**src/rtl/brk_pkg.sv**
```systemverilog
package brk_pkg;
  localparam int NCH      = 2;
  localparam int REG_AW   = 4;
  localparam int CH_SPAN  = 4;
  localparam int NFLAG    = 2 * NCH;
  localparam int COND_W   = 7;
  localparam logic [REG_AW-1:0] IDX_DAT   = 4'd8;
  localparam logic [REG_AW-1:0] IDX_DMSK  = 4'd9;
  localparam logic [REG_AW-1:0] IDX_FLAGS = 4'd10;

  localparam logic [1:0] DOM_L  = 2'b00;
  localparam logic [1:0] DOM_I  = 2'b01;
  localparam logic [1:0] DOM_XY = 2'b10;

  typedef struct packed {
    logic       xy_en;
    logic [1:0] dir;
    logic [1:0] kind;
    logic [1:0] dom;
  } cond_t;

  function automatic logic sel_ok(input logic [1:0] sel, input logic first, input logic second);
    return (sel[0] & first) | (sel[1] & second);
  endfunction

  function automatic logic cond_armed(input cond_t c);
    return (c.dom != 2'b00) && (c.kind != 2'b00) && (c.dir != 2'b00);
  endfunction
endpackage

```
**src/rtl/brk_chan.sv**
```systemverilog
module brk_chan import brk_pkg::*; #(
  parameter int AW       = 32,
  parameter int DW       = 32,
  parameter int IW       = 8,
  parameter bit HAS_DATA = 1'b0,
  parameter bit XY_CAP   = 1'b0
) (
  input  logic [AW-1:0] cfg_addr,
  input  logic [AW-1:0] cfg_amask,
  input  logic [IW-1:0] cfg_asid,
  input  cond_t         cfg_cond,
  input  logic [DW-1:0] cfg_dat,
  input  logic [DW-1:0] cfg_dmask,
  input  logic          mon_valid,
  input  logic [AW-1:0] mon_addr,
  input  logic [DW-1:0] mon_data,
  input  logic [IW-1:0] mon_asid,
  input  logic [1:0]    mon_dom,
  input  logic          mon_fetch,
  input  logic          mon_write,
  output logic          armed,
  output logic          hit,
  output logic          hit_l,
  output logic          hit_i
);
  function automatic logic addr_eq(input logic [AW-1:0] a, input logic [AW-1:0] b,
                                   input logic [AW-1:0] m);
    return ((a ^ b) & ~m) == '0;
  endfunction

  logic in_l, in_i, in_xy;
  logic dom_ok, kind_ok, dir_ok, addr_ok, asid_ok, data_ok;

  assign in_l  = (mon_dom == DOM_L);
  assign in_i  = (mon_dom == DOM_I);
  assign in_xy = (mon_dom == DOM_XY);

  assign armed   = cond_armed(cfg_cond);
  assign dom_ok  = sel_ok(cfg_cond.dom, in_l, in_i) | (XY_CAP & cfg_cond.xy_en & in_xy);
  assign kind_ok = sel_ok(cfg_cond.kind, mon_fetch, ~mon_fetch);
  assign dir_ok  = sel_ok(cfg_cond.dir, ~mon_write, mon_write);
  assign addr_ok = addr_eq(mon_addr, cfg_addr, cfg_amask);
  assign asid_ok = (mon_asid == cfg_asid);

  generate
    if (HAS_DATA) begin : g_data
      assign data_ok = ((mon_data ^ cfg_dat) & ~cfg_dmask) == '0;
    end else begin : g_nodata
      logic unused_dat;
      assign unused_dat = ^{mon_data, cfg_dat, cfg_dmask};
      assign data_ok    = 1'b1;
    end
  endgenerate

  assign hit   = mon_valid & armed & dom_ok & kind_ok & dir_ok & addr_ok & asid_ok & data_ok;
  assign hit_i = hit & in_i;
  assign hit_l = hit & ~in_i;
endmodule

```
**src/rtl/brk_flags.sv**
```systemverilog
module brk_flags import brk_pkg::*; (
  input  logic             clk,
  input  logic             rst_n,
  input  logic [NFLAG-1:0] set_v,
  input  logic             clr_we,
  input  logic [NFLAG-1:0] clr_val,
  output logic [NFLAG-1:0] flags
);
  logic [NFLAG-1:0] keep;
  assign keep = clr_we ? clr_val : '1;

  always_ff @(posedge clk) begin
    if (!rst_n) flags <= '0;
    else        flags <= (flags & keep) | set_v;
  end
endmodule

```
**src/rtl/dbg_break_unit.sv**
```systemverilog
module dbg_break_unit import brk_pkg::*; #(
  parameter int AW = 32,
  parameter int DW = 32,
  parameter int IW = 8,
  parameter int RW = 32
) (
  input  logic              clk,
  input  logic              rst_n,
  input  logic              reg_wr_en,
  input  logic [REG_AW-1:0] reg_addr,
  input  logic [RW-1:0]     reg_wdata,
  output logic [RW-1:0]     reg_rdata,
  input  logic              mon_valid,
  input  logic [AW-1:0]     mon_addr,
  input  logic [DW-1:0]     mon_data,
  input  logic [IW-1:0]     mon_asid,
  input  logic [1:0]        mon_dom,
  input  logic              mon_fetch,
  input  logic              mon_write,
  output logic              brk_req
);
  logic [AW-1:0] addr_q  [NCH];
  logic [AW-1:0] amask_q [NCH];
  logic [IW-1:0] asid_q  [NCH];
  cond_t         cond_q  [NCH];
  logic [DW-1:0] dat_q, dmask_q;

  logic [NCH-1:0]   hit_v, hit_l_v, hit_i_v, armed_v;
  logic             hit_a, hit_b, armed_a, armed_b;
  logic [NFLAG-1:0] flag_set, flags;
  logic             clr_we;

  function automatic logic [REG_AW-1:0] idx(input int ch, input int off);
    return REG_AW'(ch * CH_SPAN + off);
  endfunction

  always_ff @(posedge clk) begin
    if (!rst_n) begin
      for (int c = 0; c < NCH; c++) begin
        addr_q[c]  <= '0;
        amask_q[c] <= '0;
        asid_q[c]  <= '0;
        cond_q[c]  <= '0;
      end
      dat_q   <= '0;
      dmask_q <= '0;
    end else if (reg_wr_en) begin
      for (int c = 0; c < NCH; c++) begin
        if (reg_addr == idx(c, 0)) addr_q[c]  <= reg_wdata[AW-1:0];
        if (reg_addr == idx(c, 1)) amask_q[c] <= reg_wdata[AW-1:0];
        if (reg_addr == idx(c, 2)) asid_q[c]  <= reg_wdata[IW-1:0];
        if (reg_addr == idx(c, 3)) cond_q[c]  <= cond_t'(reg_wdata[COND_W-1:0]);
      end
      if (reg_addr == IDX_DAT)  dat_q   <= reg_wdata[DW-1:0];
      if (reg_addr == IDX_DMSK) dmask_q <= reg_wdata[DW-1:0];
    end
  end

  always_comb begin
    reg_rdata = '0;
    for (int c = 0; c < NCH; c++) begin
      if (reg_addr == idx(c, 0)) reg_rdata[AW-1:0]     = addr_q[c];
      if (reg_addr == idx(c, 1)) reg_rdata[AW-1:0]     = amask_q[c];
      if (reg_addr == idx(c, 2)) reg_rdata[IW-1:0]     = asid_q[c];
      if (reg_addr == idx(c, 3)) reg_rdata[COND_W-1:0] = cond_q[c];
    end
    if (reg_addr == IDX_DAT)   reg_rdata[DW-1:0]    = dat_q;
    if (reg_addr == IDX_DMSK)  reg_rdata[DW-1:0]    = dmask_q;
    if (reg_addr == IDX_FLAGS) reg_rdata[NFLAG-1:0] = flags;
  end

  generate
    for (genvar c = 0; c < NCH; c++) begin : g_ch
      brk_chan #(
        .AW(AW), .DW(DW), .IW(IW),
        .HAS_DATA(c == NCH - 1), .XY_CAP(c == NCH - 1)
      ) u_chan (
        .cfg_addr(addr_q[c]), .cfg_amask(amask_q[c]), .cfg_asid(asid_q[c]),
        .cfg_cond(cond_q[c]), .cfg_dat(dat_q), .cfg_dmask(dmask_q),
        .mon_valid(mon_valid), .mon_addr(mon_addr), .mon_data(mon_data),
        .mon_asid(mon_asid), .mon_dom(mon_dom), .mon_fetch(mon_fetch),
        .mon_write(mon_write),
        .armed(armed_v[c]), .hit(hit_v[c]), .hit_l(hit_l_v[c]), .hit_i(hit_i_v[c])
      );
      assign flag_set[2*c]   = hit_l_v[c];
      assign flag_set[2*c+1] = hit_i_v[c];
    end
  endgenerate

  assign hit_a   = hit_v[0];
  assign hit_b   = hit_v[1];
  assign armed_a = armed_v[0];
  assign armed_b = armed_v[1];
  assign clr_we  = reg_wr_en && (reg_addr == IDX_FLAGS);

  brk_flags u_flags (
    .clk(clk), .rst_n(rst_n), .set_v(flag_set), .clr_we(clr_we),
    .clr_val(reg_wdata[NFLAG-1:0]), .flags(flags)
  );

  always_ff @(posedge clk) begin
    if (!rst_n) brk_req <= 1'b0;
    else        brk_req <= |hit_v;
  end
endmodule

```
**config.mk**
```make
export PLATFORM = sky130hd
export DESIGN_NAME = dbg_break_unit
export DESIGN_NICKNAME = d
export VERILOG_FILES = /design/src/rtl/brk_pkg.sv /design/src/rtl/brk_chan.sv /design/src/rtl/brk_flags.sv /design/src/rtl/dbg_break_unit.sv
export SDC_FILE = /design/constraint.sdc
export NUM_CORES = 1
export LEC_CHECK = 0
export CAP_MARGIN = 10
export CORE_MARGIN = 3
export CORE_UTILIZATION = 45
export CTS_CLUSTER_DIAMETER = 150
export CTS_CLUSTER_SIZE = 20
export DETAILED_ROUTE_END_ITERATION = 8
export DONT_BUFFER_PORTS = 1
export HOLD_SLACK_MARGIN = 0.02
export PLACE_DENSITY_LB_ADDON = 0.08
export SKIP_LAST_GASP = 1
export SLEW_MARGIN = 20
export SYNTH_ARGS = -nofsm -noshare
export SYNTH_HDL_FRONTEND = slang
export SYNTH_HIERARCHICAL = 1
export SYNTH_SLANG_ARGS = --single-unit
```
**constraint.sdc**
```tcl
create_clock -name clk -period 7.16 [get_ports clk]
set_input_delay 1.432 -clock clk [delete_from_list [all_inputs] [get_ports clk]]
set_output_delay 1.432 -clock clk [all_outputs]
set_load 0.02 [all_outputs]
```
==> Word-level counts from Yosys, hierarchy flattened <==
Memory sizes are Yosys's and may differ from the RTL's.
Index checks and enable logic that the tools add are counted.
{ "op_classes": {"n_addsub": 0, "n_mul": 0, "n_div": 0, "n_lt_le_gt_ge": 0, "eq_ne": 14, "shift": 0, "muxes": 53, "n_bitwise": 59, "n_reduce_logical": 19} }
{ "ops": {"columns": ["operator", "n"], "rows": [
  ["$mux W32", 10],
  ["$and A32 B32 Y32", 3],
  ["$logic_not A32 Y1", 3],
  ["$not A32 Y32", 3],
  ["$xor A32 B32 Y32", 3],
  ["$mux W1", 33],
  ["$mux W8", 4],
  ["$and A1 B1 Y1", 30],
  ["$mux W7", 4],
  ["$eq A4 B3 Y1 const B", 4],
  ["$eq A8 B8 Y1", 2],
  ["$or A1 B1 Y1", 15],
  ["$eq A4 B4 Y1 const B", 3],
  ["$reduce_bool A2 Y1", 6],
  ["$eq A4 B2 Y1 const B", 2],
  ["$mux W4", 2],
  ["$logic_and A1 B1 Y1", 5],
  ["$and A4 B4 Y4", 1],
  ["$eq A4 B1 Y1 const B", 1],
  ["$logic_not A4 Y1", 1],
  ["$or A4 B4 Y4", 1],
  ["$reduce_and A2 Y1", 2],
  ["$not A1 Y1", 3],
  ["$eq A2 B1 Y1 const B", 1],
  ["other kinds (3)", 3]
]} }
{ "word_totals": {"ff_bits": 69, "latchBits": 0, "ramBits": 158, "mem_bits_ro": 0, "inputBits": 116, "output_inout_bits": 33, "word_cells": 153, "mem_count": 4} }
{ "memory_table": {"columns": ["name", "depth", "width", "read_ports", "rd_ports_with_merged_regs", "wr", "line", "text"], "rows": [
  ["addr_q", 2, 32, 2, 0, 2, "dbg_break_unit.sv:22", "logic [AW-1:0] addr_q [NCH];"],
  ["amask_q", 2, 32, 2, 0, 2, "dbg_break_unit.sv:23", "logic [AW-1:0] amask_q [NCH];"],
  ["asid_q", 2, 8, 2, 0, 2, "dbg_break_unit.sv:24", "logic [IW-1:0] asid_q [NCH];"],
  ["cond_q", 2, 7, 2, 0, 2, "dbg_break_unit.sv:25", "cond_t cond_q [NCH];"]
]} }

==> Longest topological paths before layout <==
Gate-level depths: netlist of the first run.
An unclocked memory read counts as a cell.
{ "depth": {"word_depth": 13, "mapped_depth": 8, "ltp_nobuf": 8} }

==> Hierarchy <==
Netlist of the first run, hierarchy kept.
{ "by_module_without_submodules": {"columns": ["module", "n_inst", "cells_per_inst", "area_per_inst_um2", "seq_area_each_um2"], "rows": [
  ["dbg_break_unit", 1, 815, 9500.4, 6045.8],
  ["brk_chan (g_ch[1].u_chan)", 1, 140, 1068.5, 0.0],
  ["brk_chan (g_ch[0].u_chan)", 1, 81, 600.6, 0.0],
  ["brk_flags", 1, 16, 165.2, 80.1]
]} }

==> Worst setup path before layout of the first run <==
OpenSTA, ideal clock, no wires.
{ "synth_path": {"path_type": "input -> register", "start": "in reg_addr[2]", "end": "mem amask_q[0][0], enable pin", "setup_time_ps": 466, "arrival_time_ps": 4372, "slack_ps": 2323, "cell_stages": 5, "path_buffers": 2, "cell_sequence": "buf_2 buf_2 nor2_2 nand2_1 o21ai_0"} }
{ "synth_lines": {"columns": ["element", "line", "text"], "rows": [
  ["from (decl)", "dbg_break_unit.sv:10", "input logic [REG_AW-1:0] reg_addr,"],
  ["to (decl)", "dbg_break_unit.sv:23", null]
]} }

==> Worst setup path after layout of the first run <==
{ "layout_path": {"start": "in reg_addr[0]", "end": "out reg_rdata[19]"} }
{ "layout_via": {"elab_chain_cells": 7, "word_cells_on_any_way": 12, "classes_between": "eq/ne: 5; mux: 6; reduce/logical: 1"} }
{ "layout_lines": {"columns": ["element", "line", "text"], "rows": [
  ["$logic_not A4 Y1", "dbg_break_unit.sv:62", "if (reg_addr == idx(c, 0)) reg_rdata[AW-1:0] = addr_q[c];"],
  ["$mux W32", "dbg_break_unit.sv:62", null],
  ["$mux W32", "dbg_break_unit.sv:63", "if (reg_addr == idx(c, 1)) reg_rdata[AW-1:0] = amask_q[c];"],
  ["$mux W32", "dbg_break_unit.sv:62", null],
  ["$mux W32", "dbg_break_unit.sv:63", null],
  ["$mux W32", "dbg_break_unit.sv:67", "if (reg_addr == IDX_DAT) reg_rdata[DW-1:0] = dat_q;"],
  ["$mux W32 *", "dbg_break_unit.sv:68", "if (reg_addr == IDX_DMSK) reg_rdata[DW-1:0] = dmask_q;"],
  ["to (decl)", "dbg_break_unit.sv:12", "output logic [RW-1:0] reg_rdata,"]
]} }
Mark *: on every way between the ends. The rest lies on a longest branch, timed or not.

==> impl_metrics.toml, run 1 <==
[setup_path]
worstPathMaxFanout = 35
crit_required_ns = 5.73
start_kind = "input port"
arrival_ns = 3.50
slowest_stage = "nor3_4"
crit_path_cell_trace = "or2_1 -> nor3_4 -> buf_8 -> buf_4 -> a222oi_1 -> a31oi_1"
crit_path_end_kind = "output port"
path_class = "input port to output port"
crit_buf_inv = 2
cp_slowest_stage_delay_ns = 0.62
crit_family = "simple AND/OR/NAND/NOR gates"

[finish]
final_cell_mix = "175 x nand2_1, 158 x edfxtp_1, 99 x xnor2_1"
fin_nets = 1139
area_growth_pct = 6.37
final_cells = 1356
final_common_cell = "nand2_1"
diodes = 0
drive_gt1_frac = 0.0601
fillers = 2295

[timing]
setup_tns_ns = 0
finalHoldViolCount = 0
finalSetupViolCount = 0
maxSlewViolCount = 0
post-route-period-util = 0.689
fmax_ghz = 0.203
fin_crit_ns = 4.93
tightest_slew_ns = 1.11
rsz0062_at_grt = "false"
finClkSkew_ns = 0.0172
slew_headroom = 0.254

[route]
drt-initial-drc-count = 1161
wl_met3_um = 5100
wl_um = 41500
met2WireLength_um = 18400
num_vias = 8712
ant_nets = 0
wl_per_cell_um = 30.6
m1WireLength_um = 16900
top_layer = "met4"
vias_per_cell = 6.42
drt_pass1_iterations = 8
drc_errors = 0

[synthesis]
syn-cell-area_um2 = 11300
synth_nets = 1164
syn-mean-instance-area_um2 = 10.8
synthCells = 1048
ys_warn_count = 6

[run_status]
status = "completed"

[power]
power.total_w = 0.00269
cellPowerDensity_nw_per_um2 = 223
peakVddDrop_uv = 178
leakagePower_nw = 3.88

[clock_network]
clkSlewWorstSetupHoldPaths_ns = 0.08
cts_max_path_buffers = 3
cts.sinks = 227
cts_resized = 0
cts_tree = "done"
post_cts_buffers = 0
htreeDepth = 1
cts-root-buf = "clkbuf_16"
worstSkewPairLatency_ns = 0.50
cts_buffers = 15
cts_hold_buf = 0

[run]
maxCapViolations = 0

[place]
io_buffer_count = 0
gp_congestion = 0.952
hpwl_um = 29100
place_inst = 1330

[global_route]
grt_pass1_wl_um = 58800
grt_pass1_vias = 8366
antenna_found_initial = 1
grt_max_degree = 79
grt-ovfl-total = 0
grt_usage = 0.303

[die]
start_util = 0.461
die-area_um2 = 27100
die_y_um = 165
core_um2 = 24500
ios = 149
rows = 57
die_w_um = 165

[hold_path]
hold_path_class = "register to register"
report_power, final:
| group | leakage [nW] | switching, W | internal, W | total, W |
|---|---|---|---|---|
| clock network | 0.207 | 0.000464 | 0.000403 | 0.000866 |
| logic | 1.60 | 0.000188 | 0.000110 | 0.000299 |
| registers | 2.07 | 0.0000573 | 0.00147 | 0.00152 |
worst paths after layout:
path | from | endpoint | slack (ns) | depth (start not counted)
worst max-delay path | reg_addr[0] | reg_rdata[19] | 2.23 | 6
worst min-delay path | dmask_q[31]$_SDFFE_PN0P_ | dmask_q[31]$_SDFFE_PN0P_ | 0.48 | 2
worst max register to register | asid_q[0][15]$_DFFE_PP_ | u_flags/flags[2]$_SDFF_PN0_ | 4.41 | 7
worst min register to register | dmask_q[31]$_SDFFE_PN0P_ | dmask_q[31]$_SDFFE_PN0P_ | 0.48 | 2
worst min-delay path, delay by kind of cell, from the launching register on:
| kind | cells | cell delay, ns |
|---|---|---|
| flops | 1 | 0.33 |
| simple gates | 1 | 0.06 |
| compound gates | 1 | 0.05 |
per-layer routing:
metal / vias to the layer above / GRT usage
met3: 61 / 0.0760
met5: - / 0
li1: 3765 / -
met2: 555 / 0.470
met4: 0 / 0.0755
met1: 4331 / 0.428
registers in the layout (all words and copies together) (netlist names):
register,flops
dat_q,32
amask_q,64
brk_req,1
dmask_q,32
asid_q,16
u_flags/flags,4
cond_q,14
addr_q,64
through the flow:
stage                     area, µm²  worst slack [ns]  hold WS (ns)  utilization
final                         12000              2.23         0.480        0.491
after global routing          12000              2.15         0.511        0.491
after CTS                     12000              2.27         0.482        0.491
after detailed placement      11600              2.27         0.469        0.473
after global placement        11600              2.00         0.470        0.472
after floorplan               11300              2.32         0.448            -
final cells by class:
class                           instances  area [µm²]  area share
Sequential cell                       227        6130       0.509
Multi-Input combinational cell        759        4940       0.410
Clock buffer                           24         409      0.0340
Tap cell                              324         405      0.0337
Timing Repair Buffer                   14         113     0.00935
Clock inverter                          2        25.0     0.00208
Inverter                                6        22.5     0.00187
Note: power is estimated with default switching activity, not from simulation.
==> inputs of run 2 (changes only) <==
--- a/config.mk
+++ b/config.mk
@@ -5,6 +5,7 @@
 export SDC_FILE = /design/constraint.sdc
 export NUM_CORES = 1
 export LEC_CHECK = 0
+export ABC_AREA = 1
 export CAP_MARGIN = 10
 export CORE_MARGIN = 3
 export CORE_UTILIZATION = 45
==> constraint.sdc (replaced) <==
create_clock -name clk -period 5.1 [get_ports clk]
set_input_delay 1.02 -clock clk [delete_from_list [all_inputs] [get_ports clk]]
set_output_delay 1.02 -clock clk [all_outputs]
set_load 0.02 [all_outputs]
==> impl_metrics.toml, run 2 <==
[run_status]
status = "completed"

[timing]
finClkSkew_ns = 0.0196
post-route-period-util = 0.702
fmax_ghz = 0.279
holdWs_ns = 0.472
finalSetupViolCount = 0
fin_crit_ns = 3.58
setup_tns_ns = 0
finalHoldViolCount = 0
maxSlewViolCount = 0
rsz0062_at_grt = "false"
slew_headroom = 0.231
tightest_slew_ns = 1.14

[route]
drt_pass1_iterations = 5
drt-initial-drc-count = 1028
vias_per_cell = 5.42
drc_errors = 0
wl_per_cell_um = 21.0
ant_nets = 0
wl_um = 40400
num_vias = 10500

[global_route]
antenna_found_initial = 1
grt-ovfl-total = 0
grt_max_degree = 75
grt_usage = 0.275
grt_pass1_wl_um = 60000
grt_pass1_vias = 9798

[clock_network]
cts_buffers = 15
cts_hold_buf = 0
post_cts_buffers = 0
cts_resized = 0
htreeDepth = 1
cts-root-buf = "clkbuf_16"
cts_tree = "done"
clkSlewWorstSetupHoldPaths_ns = 0.09
worstSkewPairLatency_ns = 0.49
cts.sinks = 227
cts_max_path_buffers = 3

[die]
die_y_um = 170
die_w_um = 170
die-area_um2 = 29000
core_um2 = 26300
ios = 149
rows = 59
start_util = 0.463

[finish]
top_regs = "addr_q: 64 flops, amask_q: 64 flops"
fillers = 2633
fin_nets = 1700
area_growth_pct = 6.54
drive_gt1_frac = 0.0471
diodes = 0
final_cell_mix = "521 x nand2_1, 222 x inv_1, 189 x nor2_1"
final_util = 0.493
final_common_cell = "nand2_1"

[place]
hpwl_um = 29800
io_buffer_count = 0
gp_congestion = 0.919

[run]
maxCapViolations = 0

[power]
peakVddDrop_uv = 270
leakagePower_nw = 5.49
cellPowerDensity_nw_per_um2 = 288

[setup_path]
reg2reg_slack_ns = 3.16
arrival_ns = 2.56
reg2reg_depth = 11
r2r_start = "addr_q[0][45]$_DFFE_PP_"
crit_path_end_kind = "output port"
crit_required_ns = 4.08
start_kind = "input port"
worstPathMaxFanout = 38
rr_endpoint = "u_flags/flags[2]$_SDFF_PN0_"
path_class = "input port to output port"

[hold_path]
holdPathEnd = "u_flags/flags[3]$_SDFF_PN0_"
hold_path_class = "register to register"
hold_depth = 2
worstHoldStart = "u_flags/flags[3]$_SDFF_PN0_"

[synthesis]
ys_warn_count = 6
syn-cell-area_um2 = 12200
synthCells = 1605
syn-mean-instance-area_um2 = 7.58
synth_nets = 1721
## run 2: report_power, final
part           internal, W  total, W  switching [W]
Clock             0.000565   0.00121       0.000647
Sequential         0.00206   0.00213      0.0000689
Combinational     0.000115  0.000396       0.000281
## run 2: area by class of cell
class                      instances  area (µm²)  share of cell area
tap                              335         419              0.0323
sequential                       227        6130               0.473
clock inverter                     2        25.0             0.00193
clock buffer                      24         409              0.0316
inverter                         237         890              0.0686
timing repair buffer              17         165              0.0127
multi-input combinational       1086        4930               0.380
## run 2: worst max path at each step
stage	endpoint	start
after floorplan	reg_rdata[1]	reg_addr[3]
after global placement	reg_rdata[2]	reg_addr[1]
after detailed placement	reg_rdata[5]	reg_addr[3]
after CTS	reg_rdata[2]	reg_addr[1]
after global routing	reg_rdata[9]	reg_addr[1]
final	reg_rdata[3]	reg_addr[1]
## run 2: routing by layer
metal,wire length (µm),part of all wire,track usage
met4,1000,0.025,0.0727
met5,15,0.00037,0
met1,16900,0.42,0.378
met2,18100,0.45,0.430
met3,4390,0.11,0.0790
## run 2: per-stage QoR
step / setup slack, ns / power, W / area (µm²) / instances
finish: 1.52 / 0.00373 / 13000 / 1928
global route: 1.45 / 0.00388 / 13000 / 1928
CTS: 1.54 / 0.00375 / 13000 / 1928
detailed placement: 1.55 / 0.00256 / 12500 / 1902
global placement: 1.53 / 0.00256 / 12500 / 1902
floorplan: 2.08 / 0.00242 / 12200 / 1605
## run 2: worst max-delay path, cell delays in order
cell	delay, ns
inv_2	0.05
nand2_1	0.17
nor2_4	0.70
buf_12	0.29
nand2_1	0.08
nand4_1	0.24
